**config.mk**
```make
export PLATFORM = sky130hd
export DESIGN_NAME = ctr_route_matrix
export DESIGN_NICKNAME = d
export VERILOG_FILES = /design/src/rtl/ctr_route_pkg.sv /design/src/rtl/ctr_decade_prescaler.sv /design/src/rtl/ctr_sync_bits.sv /design/src/rtl/ctr_rise_det.sv /design/src/rtl/ctr_route_chan.sv /design/src/rtl/ctr_route_matrix.sv
export SDC_FILE = /design/constraint.sdc
export NUM_CORES = 1
export LEC_CHECK = 0
export BUFFER_PORTS_ARGS = -buffer_cell sky130_fd_sc_hd__buf_2
export CORE_MARGIN = 2
export CORE_UTILIZATION = 54
export DETAILED_ROUTE_END_ITERATION = 10
export PLACE_DENSITY = 0.78
export SLEW_MARGIN = 20
export SYNTH_ARGS = -nofsm -noshare
export SYNTH_HDL_FRONTEND = slang
export SYNTH_SLANG_ARGS = --single-unit
```
**constraint.sdc**
```tcl
create_clock -name clk -period 7.04 [get_ports clk]
set_input_delay 0.704 -clock clk [delete_from_list [all_inputs] [get_ports clk]]
set_output_delay 0.704 -clock clk [all_outputs]
set_load 0.02 [all_outputs]
```
**src/rtl/ctr_route_pkg.sv**
```systemverilog
package ctr_route_pkg;

  localparam int GRP_CH    = 3;
  localparam int SEL_W     = 3;
  localparam int PERIOD_W  = 20;
  localparam int N_DECADES = 5;

  typedef enum logic [SEL_W-1:0] {
    CS_PIN  = 3'd0,
    CS_10M  = 3'd1,
    CS_1M   = 3'd2,
    CS_100K = 3'd3,
    CS_10K  = 3'd4,
    CS_1K   = 3'd5,
    CS_PREV = 3'd6,
    CS_GRP  = 3'd7
  } clk_src_e;

  typedef enum logic [SEL_W-1:0] {
    GS_ON   = 3'd0,
    GS_OFF  = 3'd1,
    GS_PIN  = 3'd2,
    GS_NOUT = 3'd3,
    GS_RSV4 = 3'd4,
    GS_RSV5 = 3'd5,
    GS_RSV6 = 3'd6,
    GS_RSV7 = 3'd7
  } gate_src_e;

  // period of the decade timebase chosen by a clock code, 0 if none
  function automatic logic [PERIOD_W-1:0] tb_period_ns(input logic [SEL_W-1:0] code);
    logic [PERIOD_W-1:0] p;
    case (code)
      CS_10M:  p = 20'd100;
      CS_1M:   p = 20'd1000;
      CS_100K: p = 20'd10000;
      CS_10K:  p = 20'd100000;
      CS_1K:   p = 20'd1000000;
      default: p = '0;
    endcase
    return p;
  endfunction

endpackage

```
**src/rtl/ctr_decade_prescaler.sv**
```systemverilog
module ctr_decade_prescaler #(
  parameter int N_STAGES = 5
) (
  input  logic                clk,
  input  logic                rst_n,
  input  logic                ref_tick,
  output logic [N_STAGES-1:0] tick
);

  // at_wrap[k]: stage k sits on its last count and passes the next tick on
  logic [N_STAGES-1:0] at_wrap;

  assign at_wrap[0] = 1'b1;

  always_comb begin
    tick[0] = ref_tick & at_wrap[0];
    for (int k = 1; k < N_STAGES; k++) begin
      tick[k] = tick[k-1] & at_wrap[k];
    end
  end

  for (genvar k = 1; k < N_STAGES; k++) begin : g_stage
    logic [3:0] cnt_q;
    logic [3:0] cnt_d;

    always_comb begin
      cnt_d = (cnt_q == 4'd9) ? 4'd0 : cnt_q + 4'd1;
    end

    always_ff @(posedge clk or negedge rst_n) begin
      if (!rst_n) begin
        cnt_q <= '0;
      end else if (tick[k-1]) begin
        cnt_q <= cnt_d;
      end
    end

    assign at_wrap[k] = (cnt_q == 4'd9);
  end

endmodule

```
**src/rtl/ctr_sync_bits.sv**
```systemverilog
module ctr_sync_bits #(
  parameter int W = 1
) (
  input  logic         clk,
  input  logic         rst_n,
  input  logic [W-1:0] din,
  output logic [W-1:0] dout
);

  logic [W-1:0] meta_q;
  logic [W-1:0] sync_q;

  always_ff @(posedge clk or negedge rst_n) begin
    if (!rst_n) begin
      meta_q <= '0;
      sync_q <= '0;
    end else begin
      meta_q <= din;
      sync_q <= meta_q;
    end
  end

  assign dout = sync_q;

endmodule

```
**src/rtl/ctr_rise_det.sv**
```systemverilog
module ctr_rise_det #(
  parameter int W = 1
) (
  input  logic         clk,
  input  logic         rst_n,
  input  logic [W-1:0] lvl,
  output logic [W-1:0] rise
);

  logic [W-1:0] lvl_q;

  always_ff @(posedge clk or negedge rst_n) begin
    if (!rst_n) begin
      lvl_q <= '0;
    end else begin
      lvl_q <= lvl;
    end
  end

  assign rise = lvl & ~lvl_q;

endmodule

```
**src/rtl/ctr_route_chan.sv**
```systemverilog
module ctr_route_chan
  import ctr_route_pkg::*;
(
  input  logic                 clk,
  input  logic                 rst_n,
  input  logic                 wr_en,
  input  logic [SEL_W-1:0]     wr_clk_sel,
  input  logic [SEL_W-1:0]     wr_gate_sel,
  input  logic [N_DECADES-1:0] tb_tick,
  input  logic                 pin_rise,
  input  logic                 prev_rise,
  input  logic                 grp_rise,
  input  logic                 gate_pin_lvl,
  input  logic                 nout_lvl,
  output logic [SEL_W-1:0]     clk_sel,
  output logic [SEL_W-1:0]     gate_sel,
  output logic                 cnt_en,
  output logic                 gate_lvl
);

  clk_src_e  csel_q, csel_d;
  gate_src_e gsel_q, gsel_d;
  logic      en_q,   en_d;
  logic      gate_q, gate_d;

  always_comb begin
    csel_d = csel_q;
    gsel_d = gsel_q;
    if (wr_en) begin
      csel_d = clk_src_e'(wr_clk_sel);
      gsel_d = gate_src_e'(wr_gate_sel);
    end
  end

  always_comb begin
    case (csel_q)
      CS_PIN:  en_d = pin_rise;
      CS_10M:  en_d = tb_tick[0];
      CS_1M:   en_d = tb_tick[1];
      CS_100K: en_d = tb_tick[2];
      CS_10K:  en_d = tb_tick[3];
      CS_1K:   en_d = tb_tick[4];
      CS_PREV: en_d = prev_rise;
      CS_GRP:  en_d = grp_rise;
      default: en_d = 1'b0;
    endcase
  end

  always_comb begin
    case (gsel_q)
      GS_ON:   gate_d = 1'b1;
      GS_OFF:  gate_d = 1'b0;
      GS_PIN:  gate_d = gate_pin_lvl;
      GS_NOUT: gate_d = ~nout_lvl;
      default: gate_d = 1'b0;
    endcase
  end

  always_ff @(posedge clk or negedge rst_n) begin
    if (!rst_n) begin
      csel_q <= CS_PIN;
      gsel_q <= GS_ON;
      en_q   <= 1'b0;
      gate_q <= 1'b0;
    end else begin
      csel_q <= csel_d;
      gsel_q <= gsel_d;
      en_q   <= en_d;
      gate_q <= gate_d;
    end
  end

  assign clk_sel  = csel_q;
  assign gate_sel = gsel_q;
  assign cnt_en   = en_q;
  assign gate_lvl = gate_q;

endmodule

```
**src/rtl/ctr_route_matrix.sv**
```systemverilog
module ctr_route_matrix
  import ctr_route_pkg::*;
#(
  parameter int  NUM_GROUPS = 2,
  localparam int NUM_CH     = NUM_GROUPS * GRP_CH,
  localparam int CH_W       = $clog2(NUM_CH)
) (
  input  logic                clk,
  input  logic                rst_n,
  input  logic                ref_tick,
  input  logic                cfg_we,
  input  logic [CH_W-1:0]     cfg_ch,
  input  logic [SEL_W-1:0]    cfg_clk_sel,
  input  logic [SEL_W-1:0]    cfg_gate_sel,
  input  logic [CH_W-1:0]     rd_ch,
  output logic [SEL_W-1:0]    rd_clk_sel,
  output logic [SEL_W-1:0]    rd_gate_sel,
  output logic [PERIOD_W-1:0] rd_period,
  input  logic [NUM_CH-1:0]   clk_pin_in,
  input  logic [NUM_CH-1:0]   gate_pin_in,
  input  logic [NUM_GROUPS-1:0] grp_ext_clk,
  input  logic [NUM_CH-1:0]   ctr_out,
  output logic [NUM_CH-1:0]   cnt_en,
  output logic [NUM_CH-1:0]   gate_lvl,
  output logic [NUM_CH-1:0]   clk_pin_oe,
  output logic [NUM_CH-1:0]   clk_pin_out,
  output logic [NUM_CH-1:0]   gate_pin_oe,
  output logic [NUM_CH-1:0]   gate_pin_out
);

  // reset: asserted at once, released through two flops
  logic rst_meta_q;
  logic rst_sync_n;

  always_ff @(posedge clk or negedge rst_n) begin
    if (!rst_n) begin
      rst_meta_q <= 1'b0;
      rst_sync_n <= 1'b0;
    end else begin
      rst_meta_q <= 1'b1;
      rst_sync_n <= rst_meta_q;
    end
  end

  // timebases
  logic [N_DECADES-1:0] tb_tick;

  ctr_decade_prescaler #(.N_STAGES(N_DECADES)) i_presc (
    .clk      (clk),
    .rst_n    (rst_sync_n),
    .ref_tick (ref_tick),
    .tick     (tb_tick)
  );

  // synchronizers and edge detectors
  logic [NUM_CH-1:0]     clk_pin_lvl, clk_pin_rise;
  logic [NUM_CH-1:0]     gate_pin_lvl;
  logic [NUM_CH-1:0]     out_lvl, out_rise;
  logic [NUM_GROUPS-1:0] grp_lvl, grp_rise;

  ctr_sync_bits #(.W(NUM_CH)) i_sync_cpin (
    .clk(clk), .rst_n(rst_sync_n), .din(clk_pin_in), .dout(clk_pin_lvl));
  ctr_rise_det  #(.W(NUM_CH)) i_rise_cpin (
    .clk(clk), .rst_n(rst_sync_n), .lvl(clk_pin_lvl), .rise(clk_pin_rise));

  ctr_sync_bits #(.W(NUM_CH)) i_sync_gpin (
    .clk(clk), .rst_n(rst_sync_n), .din(gate_pin_in), .dout(gate_pin_lvl));

  ctr_sync_bits #(.W(NUM_CH)) i_sync_out (
    .clk(clk), .rst_n(rst_sync_n), .din(ctr_out), .dout(out_lvl));
  ctr_rise_det  #(.W(NUM_CH)) i_rise_out (
    .clk(clk), .rst_n(rst_sync_n), .lvl(out_lvl), .rise(out_rise));

  ctr_sync_bits #(.W(NUM_GROUPS)) i_sync_grp (
    .clk(clk), .rst_n(rst_sync_n), .din(grp_ext_clk), .dout(grp_lvl));
  ctr_rise_det  #(.W(NUM_GROUPS)) i_rise_grp (
    .clk(clk), .rst_n(rst_sync_n), .lvl(grp_lvl), .rise(grp_rise));

  // channels with their ring connections
  logic [SEL_W-1:0] ch_clk_sel  [NUM_CH];
  logic [SEL_W-1:0] ch_gate_sel [NUM_CH];

  for (genvar c = 0; c < NUM_CH; c++) begin : g_ch
    localparam int GRP  = c / GRP_CH;
    localparam int POS  = c % GRP_CH;
    localparam int PGRP = (GRP + NUM_GROUPS - 1) % NUM_GROUPS;
    localparam int CSRC = (POS > 0) ? c - 1 : PGRP * GRP_CH + 2;
    localparam int GSRC = (POS == 2) ? GRP * GRP_CH : PGRP * GRP_CH + POS + 1;

    logic wr_hit;
    assign wr_hit = cfg_we && (cfg_ch == CH_W'(c));

    ctr_route_chan i_chan (
      .clk          (clk),
      .rst_n        (rst_sync_n),
      .wr_en        (wr_hit),
      .wr_clk_sel   (cfg_clk_sel),
      .wr_gate_sel  (cfg_gate_sel),
      .tb_tick      (tb_tick),
      .pin_rise     (clk_pin_rise[c]),
      .prev_rise    (out_rise[CSRC]),
      .grp_rise     (grp_rise[GRP]),
      .gate_pin_lvl (gate_pin_lvl[c]),
      .nout_lvl     (out_lvl[GSRC]),
      .clk_sel      (ch_clk_sel[c]),
      .gate_sel     (ch_gate_sel[c]),
      .cnt_en       (cnt_en[c]),
      .gate_lvl     (gate_lvl[c])
    );

    assign clk_pin_oe[c]   = (ch_clk_sel[c] != CS_PIN);
    assign gate_pin_oe[c]  = (ch_gate_sel[c] != GS_PIN);
    assign clk_pin_out[c]  = clk_pin_oe[c] & cnt_en[c];
    assign gate_pin_out[c] = gate_pin_oe[c] & gate_lvl[c];
  end

  // readback
  always_comb begin
    rd_clk_sel  = '0;
    rd_gate_sel = '0;
    for (int i = 0; i < NUM_CH; i++) begin
      if (rd_ch == CH_W'(i)) begin
        rd_clk_sel  = ch_clk_sel[i];
        rd_gate_sel = ch_gate_sel[i];
      end
    end
  end

  assign rd_period = tb_period_ns(rd_clk_sel);

endmodule

```
==> flow_metrics.py, run 1 <==
metrics = {
    "status": {
        "outcome": "completed",
    },
    "critical_path": {
        "worst_r2r_endpoint": "i_presc.g_stage[4].cnt_q[3]",
        "r2r-start": "i_presc.g_stage[1].cnt_q[1]",
        "critPathRequiredTime_ns": 6.34,
        "cp_max_fo": 18,
        "worstSetupStartpointType": "input pin",
        "r2r_slack_ns": 5.04,
        "endpoint_kind": "primary output",
        "critPathKind": "in -> out",
        "reg2reg_depth": 5,
        "cp.arrival_ns": 2.43,
    },
    "final_layout": {
        "fin_area_mm2": 0.006146,
        "fill_cells": 676,
        "layout_commonest_cell": "dfrtp_1",
        "final_cell_mix": "dfrtp_1, buf_2, mux2_2",
        "diodes": 0,
        "nets": 556,
        "final_cells": 644,
        "drive_gt1_share_pct": 31.89,
        "area.growth.synth_to_final_pct": 20.22,
    },
    "placed_design": {
        "dp.cells": 611,
        "gp_congestion": 0.8700,
        "dp_hpwl_mm": 7.487,
        "place_area_mm2": 0.005553,
        "numPortBuffers": 93,
    },
    "run": {
        "cap_violations": 0,
    },
    "clock_network": {
        "clk_pin_slew_ns": 0.06,
        "clockBufferDepth": 2,
        "cts_setup_buffers": 0,
        "cts-htree-levels": 4,
        "cts-buffers-inserted": 17,
        "cts_sinks": 120,
        "cts_tree": "built",
        "clock_latency_ns": 0.53,
        "cts_root_buffer": "clkbuf_8",
    },
    "synth": {
        "yosys_most_used_dff": "dfrtp_1",
        "synth_async_sr_flop_share_pct": 100.0,
        "postSynthCellCount": 431,
        "synth_area_leaders": "dfrtp_1, mux2_2, buf_4",
        "yosysWarningCount": 0,
        "synth_top_area_share_pct": 58.74,
        "yosysTopAreaCell": "dfrtp_1",
        "syn_avg_cell_area_um2": 11.86,
        "synth_edf_count": 0,
        "ys_types": 45,
        "ys_seq_elements": 120,
        "yosysSeqAreaShare_pct": 58.74,
        "syn_area_mm2": 0.005112,
    },
    "grt": {
        "antenna_found_initial": 0,
        "overflow": 0,
        "grtUsageTotal_pct": 23.28,
        "met2_usage_pct": 36.47,
        "grt_max_degree": 80,
        "grt_use_met3_pct": 7.108,
        "grt_pass1_wl_mm": 18.05,
        "first_global_vias": 3625,
        "busiest_layer": "met2",
        "grt_use_met1_pct": 31.58,
    },
    "worst_hold_path": {
        "hold_end": "i_sync_out.meta_q[4]",
        "whs_path_depth": 1,
        "hp-class": "in -> reg",
        "hp-start": "ctr_out[4]",
    },
    "sta": {
        "tightest_slew_ns": 1.066,
        "finClkSkew_ns": 0.007343,
        "holdWs_ns": 0.2788,
        "setup_violations": 0,
        "finalSetupTns_ns": 0,
        "hold_viol": 0,
        "relSlewSlack_pct": 28.37,
        "slew_violations": 0,
        "period_share_pct": 44.49,
        "rsz0062_at_grt": "false",
        "finalCriticalPeriod_ns": 3.132,
        "fmax_ghz": 0.3193,
    },
    "die": {
        "die_h_um": 101.3,
        "pin_count": 98,
        "rows": 35,
        "die_area_mm2": 0.01026,
        "core_area_mm2": 0.009196,
        "die_w_um": 101.3,
        "start_util_pct": 55.59,
    },
    "detailed_routing": {
        "drt_pass1_iterations": 6,
        "routedWlPerCell_um": 17.02,
        "remaining_drc_errors": 0,
        "vias": 3687,
        "ant_nets": 0,
        "drtIter0Drc": 198,
        "viasPerCell": 5.725,
        "routed_wirelength_mm": 10.96,
    },
    "power": {
        "p_int_uw": 1490,
        "irDropWorstVdd_mv": 0.2698,
        "p_sw_share_pct": 32.63,
        "clkPwrFrac_pct": 38.2,
        "pwr-share-seq_pct": 41.5,
        "p_switching_uw": 721.9,
        "power_frac_comb_pct": 20.3,
        "power_density_mw_per_mm2": 359.9,
        "leakage_uw": 0.002903,
    },
}
[state kept, by name, summed over array words and instances (netlist names)]
name	count
g_ch.i_chan.clk_sel	18
g_ch.i_chan.cnt_en	6
g_ch.i_chan.gate_lvl	6
g_ch.i_chan.gate_sel	18
i_presc.g_stage.cnt_q	16
i_rise_cpin.lvl_q	6
i_rise_grp.lvl_q	2
i_rise_out.lvl_q	6
i_sync_cpin.dout	6
i_sync_cpin.meta_q	6
i_sync_gpin.dout	6
i_sync_gpin.meta_q	6
i_sync_grp.dout	2
i_sync_grp.meta_q	2
i_sync_out.dout	6
i_sync_out.meta_q	6
rst_meta_q	1
rst_sync_n	1
[critical path, cell delays in order]
cell and delay (ns):
buf_2 0.41, mux4_2 0.57, nand2_1 0.12, o31ai_4 0.12, and3_1 0.17, o21bai_1 0.14, buf_2 0.17
[synthesized netlist by cell type, drive strengths merged, types with 7 or more instances]
cell	n
nor2b	8
nor2	24
a21oi	20
buf	23
mux2	35
a31oi	7
o21ai	15
and2	14
mux2i	13
nand3	7
nand2	32
nor3b	9
dfrtp	120
inv	24
[per-stage QoR]
| step | power (uW) | utilization [%] | setup WS [ns] |
|---|---|---|---|
| finish | 2212 | 66.83 | 3.908 |
| global route | 2318 | 66.83 | 3.777 |
| CTS | 2221 | 66.79 | 3.902 |
| detailed placement | 1371 | 60.38 | 3.915 |
| global placement | 1354 | 60.38 | 3.989 |
| floorplan | 1244 | - | 3.449 |
[repair_timing]
action	CTS	global route
hold buffers	1	0
endpoints found under the hold margin	2	0
resized for setup	0	0
[power groups by stage]
| stage | registers, uW | logic [uW] | clock network [uW] |
|---|---|---|---|
| 2_1_floorplan | 885 | 359 | 0 |
| 3_3_place_gp | 919 | 434 | 0 |
| 3_5_place_dp | 926 | 445 | 0 |
| 4_1_cts | 915 | 453 | 853 |
| 5_1_grt | 936 | 491 | 891 |
| 6_report | 918 | 450 | 845 |
[cell type report]
class / count / area (um2) / share of cell area, %
Sequential cell: 120 / 3007 / 48.92
Multi-Input combinational cell: 262 / 1844 / 30.01
Timing Repair Buffer: 95 / 486.7 / 7.919
Clock buffer: 17 / 414.1 / 6.739
Clock inverter: 15 / 165.2 / 2.687
Tap cell: 111 / 138.9 / 2.260
Inverter: 24 / 90.09 / 1.466
[kinds of logic after synthesis]
family / after synthesis / synth area share, %
and+or+nand+nor: 121 / 13.04
DFF: 120 / 58.74
AOI/OAI and AO/OA: 78 / 10.43
buffers and inverters: 52 / 5.409
muxes: 49 / 10.69
xor gates and xnor gates: 9 / 1.542
other: 2 / 0.1469
[metal layers]
| layer | up-vias | part of all wire (%) |
|---|---|---|
| li1 | 1683 | - |
| met3 | 19 | 6.2 |
| met1 | 1842 | 43 |
| met4 | 0 | 1.6 |
| met5 | - | 0 |
| met2 | 143 | 49 |
[how the worst max path moves through the flow]
stage / to / slack (ns) / startpoint
CTS: rd_period[5] / 3.90 / rd_ch[0]
global placement: rd_period[5] / 3.99 / rd_ch[0]
floorplan: g_ch[0].i_chan.clk_sel[0] / 3.45 / rst_sync_n
detailed placement: rd_period[5] / 3.91 / rd_ch[0]
global route: rd_period[5] / 3.78 / rd_ch[0]
finish: rd_period[5] / 3.91 / rd_ch[0]
Note: power is estimated with default switching activity, not from simulation.
==> run 2, diff against run 1 <==
Settings changed: CORE_UTILIZATION 54 to 50, PLACE_DENSITY 0.78 to 0.76.
Clock period 7.04 ns to 2.8 ns, I/O delays scaled along.
==> flow_metrics.py, run 2 (synthesized netlist as in run 1, its figures left out) <==
metrics = {
    "grt": {
        "antenna_found_initial": 1,
        "overflow": 0,
        "grtUsageTotal_pct": 21.67,
        "grt_max_degree": 56,
        "first_global_vias": 3739,
        "met2_usage_pct": 35.71,
        "busiest_layer": "met2",
        "grt_pass1_wl_mm": 18.44,
        "grt_use_met1_pct": 26.86,
        "grt_use_met3_pct": 6.550,
    },
    "sta": {
        "rsz0062_at_grt": "false",
        "finClkSkew_ns": 0.009331,
        "finalCriticalPeriod_ns": 2.538,
        "slew_violations": 0,
        "fmax_ghz": 0.3940,
        "relSlewSlack_pct": 52.81,
        "setup_violations": 0,
        "period_share_pct": 90.64,
        "hold_viol": 0,
        "holdWs_ns": 0.06855,
        "tightest_slew_ns": 0.7078,
        "finalSetupTns_ns": 0,
    },
    "final_layout": {
        "drive_gt1_share_pct": 30.88,
        "diodes": 0,
        "layout_commonest_cell": "dfrtp_1",
        "area.growth.synth_to_final_pct": 25.97,
        "final_cell_mix": "dfrtp_1, buf_2, mux2_2",
        "nets": 581,
        "fill_cells": 718,
        "final_cells": 690,
        "fin_area_mm2": 0.006440,
    },
    "die": {
        "core_area_mm2": 0.009864,
        "rows": 36,
        "start_util_pct": 51.83,
        "die_h_um": 105.1,
        "die_w_um": 105.1,
        "pin_count": 98,
        "die_area_mm2": 0.01105,
    },
    "placed_design": {
        "dp.cells": 638,
        "gp_congestion": 0.8805,
        "place_area_mm2": 0.005630,
        "numPortBuffers": 93,
        "dp_hpwl_mm": 7.594,
    },
    "critical_path": {
        "r2r_slack_ns": 0.87,
        "cp.arrival_ns": 2.26,
        "endpoint_kind": "primary output",
        "critPathKind": "reg -> out",
        "worst_r2r_endpoint": "i_presc.g_stage[3].cnt_q[1]",
        "critPathRequiredTime_ns": 2.52,
        "r2r-start": "i_presc.g_stage[2].cnt_q[1]",
        "worstSetupStartpointType": "flip-flop",
        "reg2reg_depth": 4,
        "cp-startpoint": "g_ch[5].i_chan.clk_sel[0]",
        "cp_max_fo": 10,
    },
    "detailed_routing": {
        "vias": 3683,
        "ant_nets": 0,
        "viasPerCell": 5.338,
        "routed_wirelength_mm": 10.98,
        "remaining_drc_errors": 0,
        "routedWlPerCell_um": 15.91,
        "drt_pass1_iterations": 4,
        "drtIter0Drc": 165,
    },
    "clock_network": {
        "cts-htree-levels": 4,
        "cts-resized-gates": 0,
        "clockBufferDepth": 2,
        "cts_root_buffer": "clkbuf_8",
        "cts-buffers-inserted": 17,
        "clock_latency_ns": 0.52,
        "cts_tree": "built",
        "clk_pin_slew_ns": 0.06,
        "cts_sinks": 120,
    },
    "power": {
        "leakage_uw": 0.003029,
        "power.total_uw": 5646,
        "irDropWorstVdd_mv": 0.5984,
        "power_density_mw_per_mm2": 876.7,
    },
    "run": {
        "cap_violations": 0,
    },
    "status": {
        "outcome": "completed",
    },
    "worst_hold_path": {
        "hp-class": "in -> async",
    },
}
run 2: cell count changes in the layout (fill, tap and decap cells not counted):
cell           before  now
dlygate4sd3_1       1   21
clkinvlp_4          3    1
clkinv_4            1    4
inv_8               1    0
clkinv_2            2    3
clkbuf_1            0    2
inv_6               6    0
buf_12              0    1
bufinv_16           2    4
buf_6               1    0
buf_4               0    5
run 2: metrics by stage:
stage | util, % | worst slack (ns)
after floorplan | - | 0.6711
after global placement | 57.08 | 0.7184
after CTS | 65.28 | 0.2606
after detailed placement | 57.08 | 0.6184
final | 65.28 | 0.2619
after global routing | 65.28 | 0.1743
run 2: final cells by class:
cell class | count | area, um2 | area share, %
clock buffers | 19 | 421.7 | 6.547
clock inverters | 12 | 177.7 | 2.759
inverters | 24 | 90.09 | 1.399
multi-input cells | 262 | 1844 | 28.64
flip-flops and latches | 120 | 3007 | 46.69
well taps | 133 | 166.4 | 2.584
repair buffers | 120 | 733.2 | 11.39
run 2: how the worst max path moves through the flow:
stage                     slack, ns             to  depth (start not counted)
final                          0.26   rd_period[5]                          6
after global placement         0.72   rd_period[6]                          6
after detailed placement       0.62  rd_period[18]                          8
after CTS                      0.26   rd_period[5]                          6
after global routing           0.17  rd_period[10]                          5
after floorplan                0.67  rd_period[17]                          5
run 2: per-layer routing:
metal	vias to the layer above	share of wire [%]
li1	1723	-
met1	1847	42
met2	105	52
met3	8	5.4
met4	0	0.69
met5	-	0
run 2: what timing repair did:
action,CTS,global route
hold buffers,21,0
hold endpoints to repair,22,0
buffers inserted,0,0
run 2: power by group:
group	leakage (uW)	internal (uW)	switching (uW)
logic	0.00129	504	681
clock network	0.000292	1440	739
registers	0.00144	1990	293
total	0.00303	3930	1710
run 2: worst max-delay path: stages, from the launching register on:
cell,delay [ns]
dfrtp_1,0.46
mux4_2,0.50
nand2_1,0.13
o31ai_4,0.13
and3_1,0.19
o21bai_1,0.15
buf_2,0.17
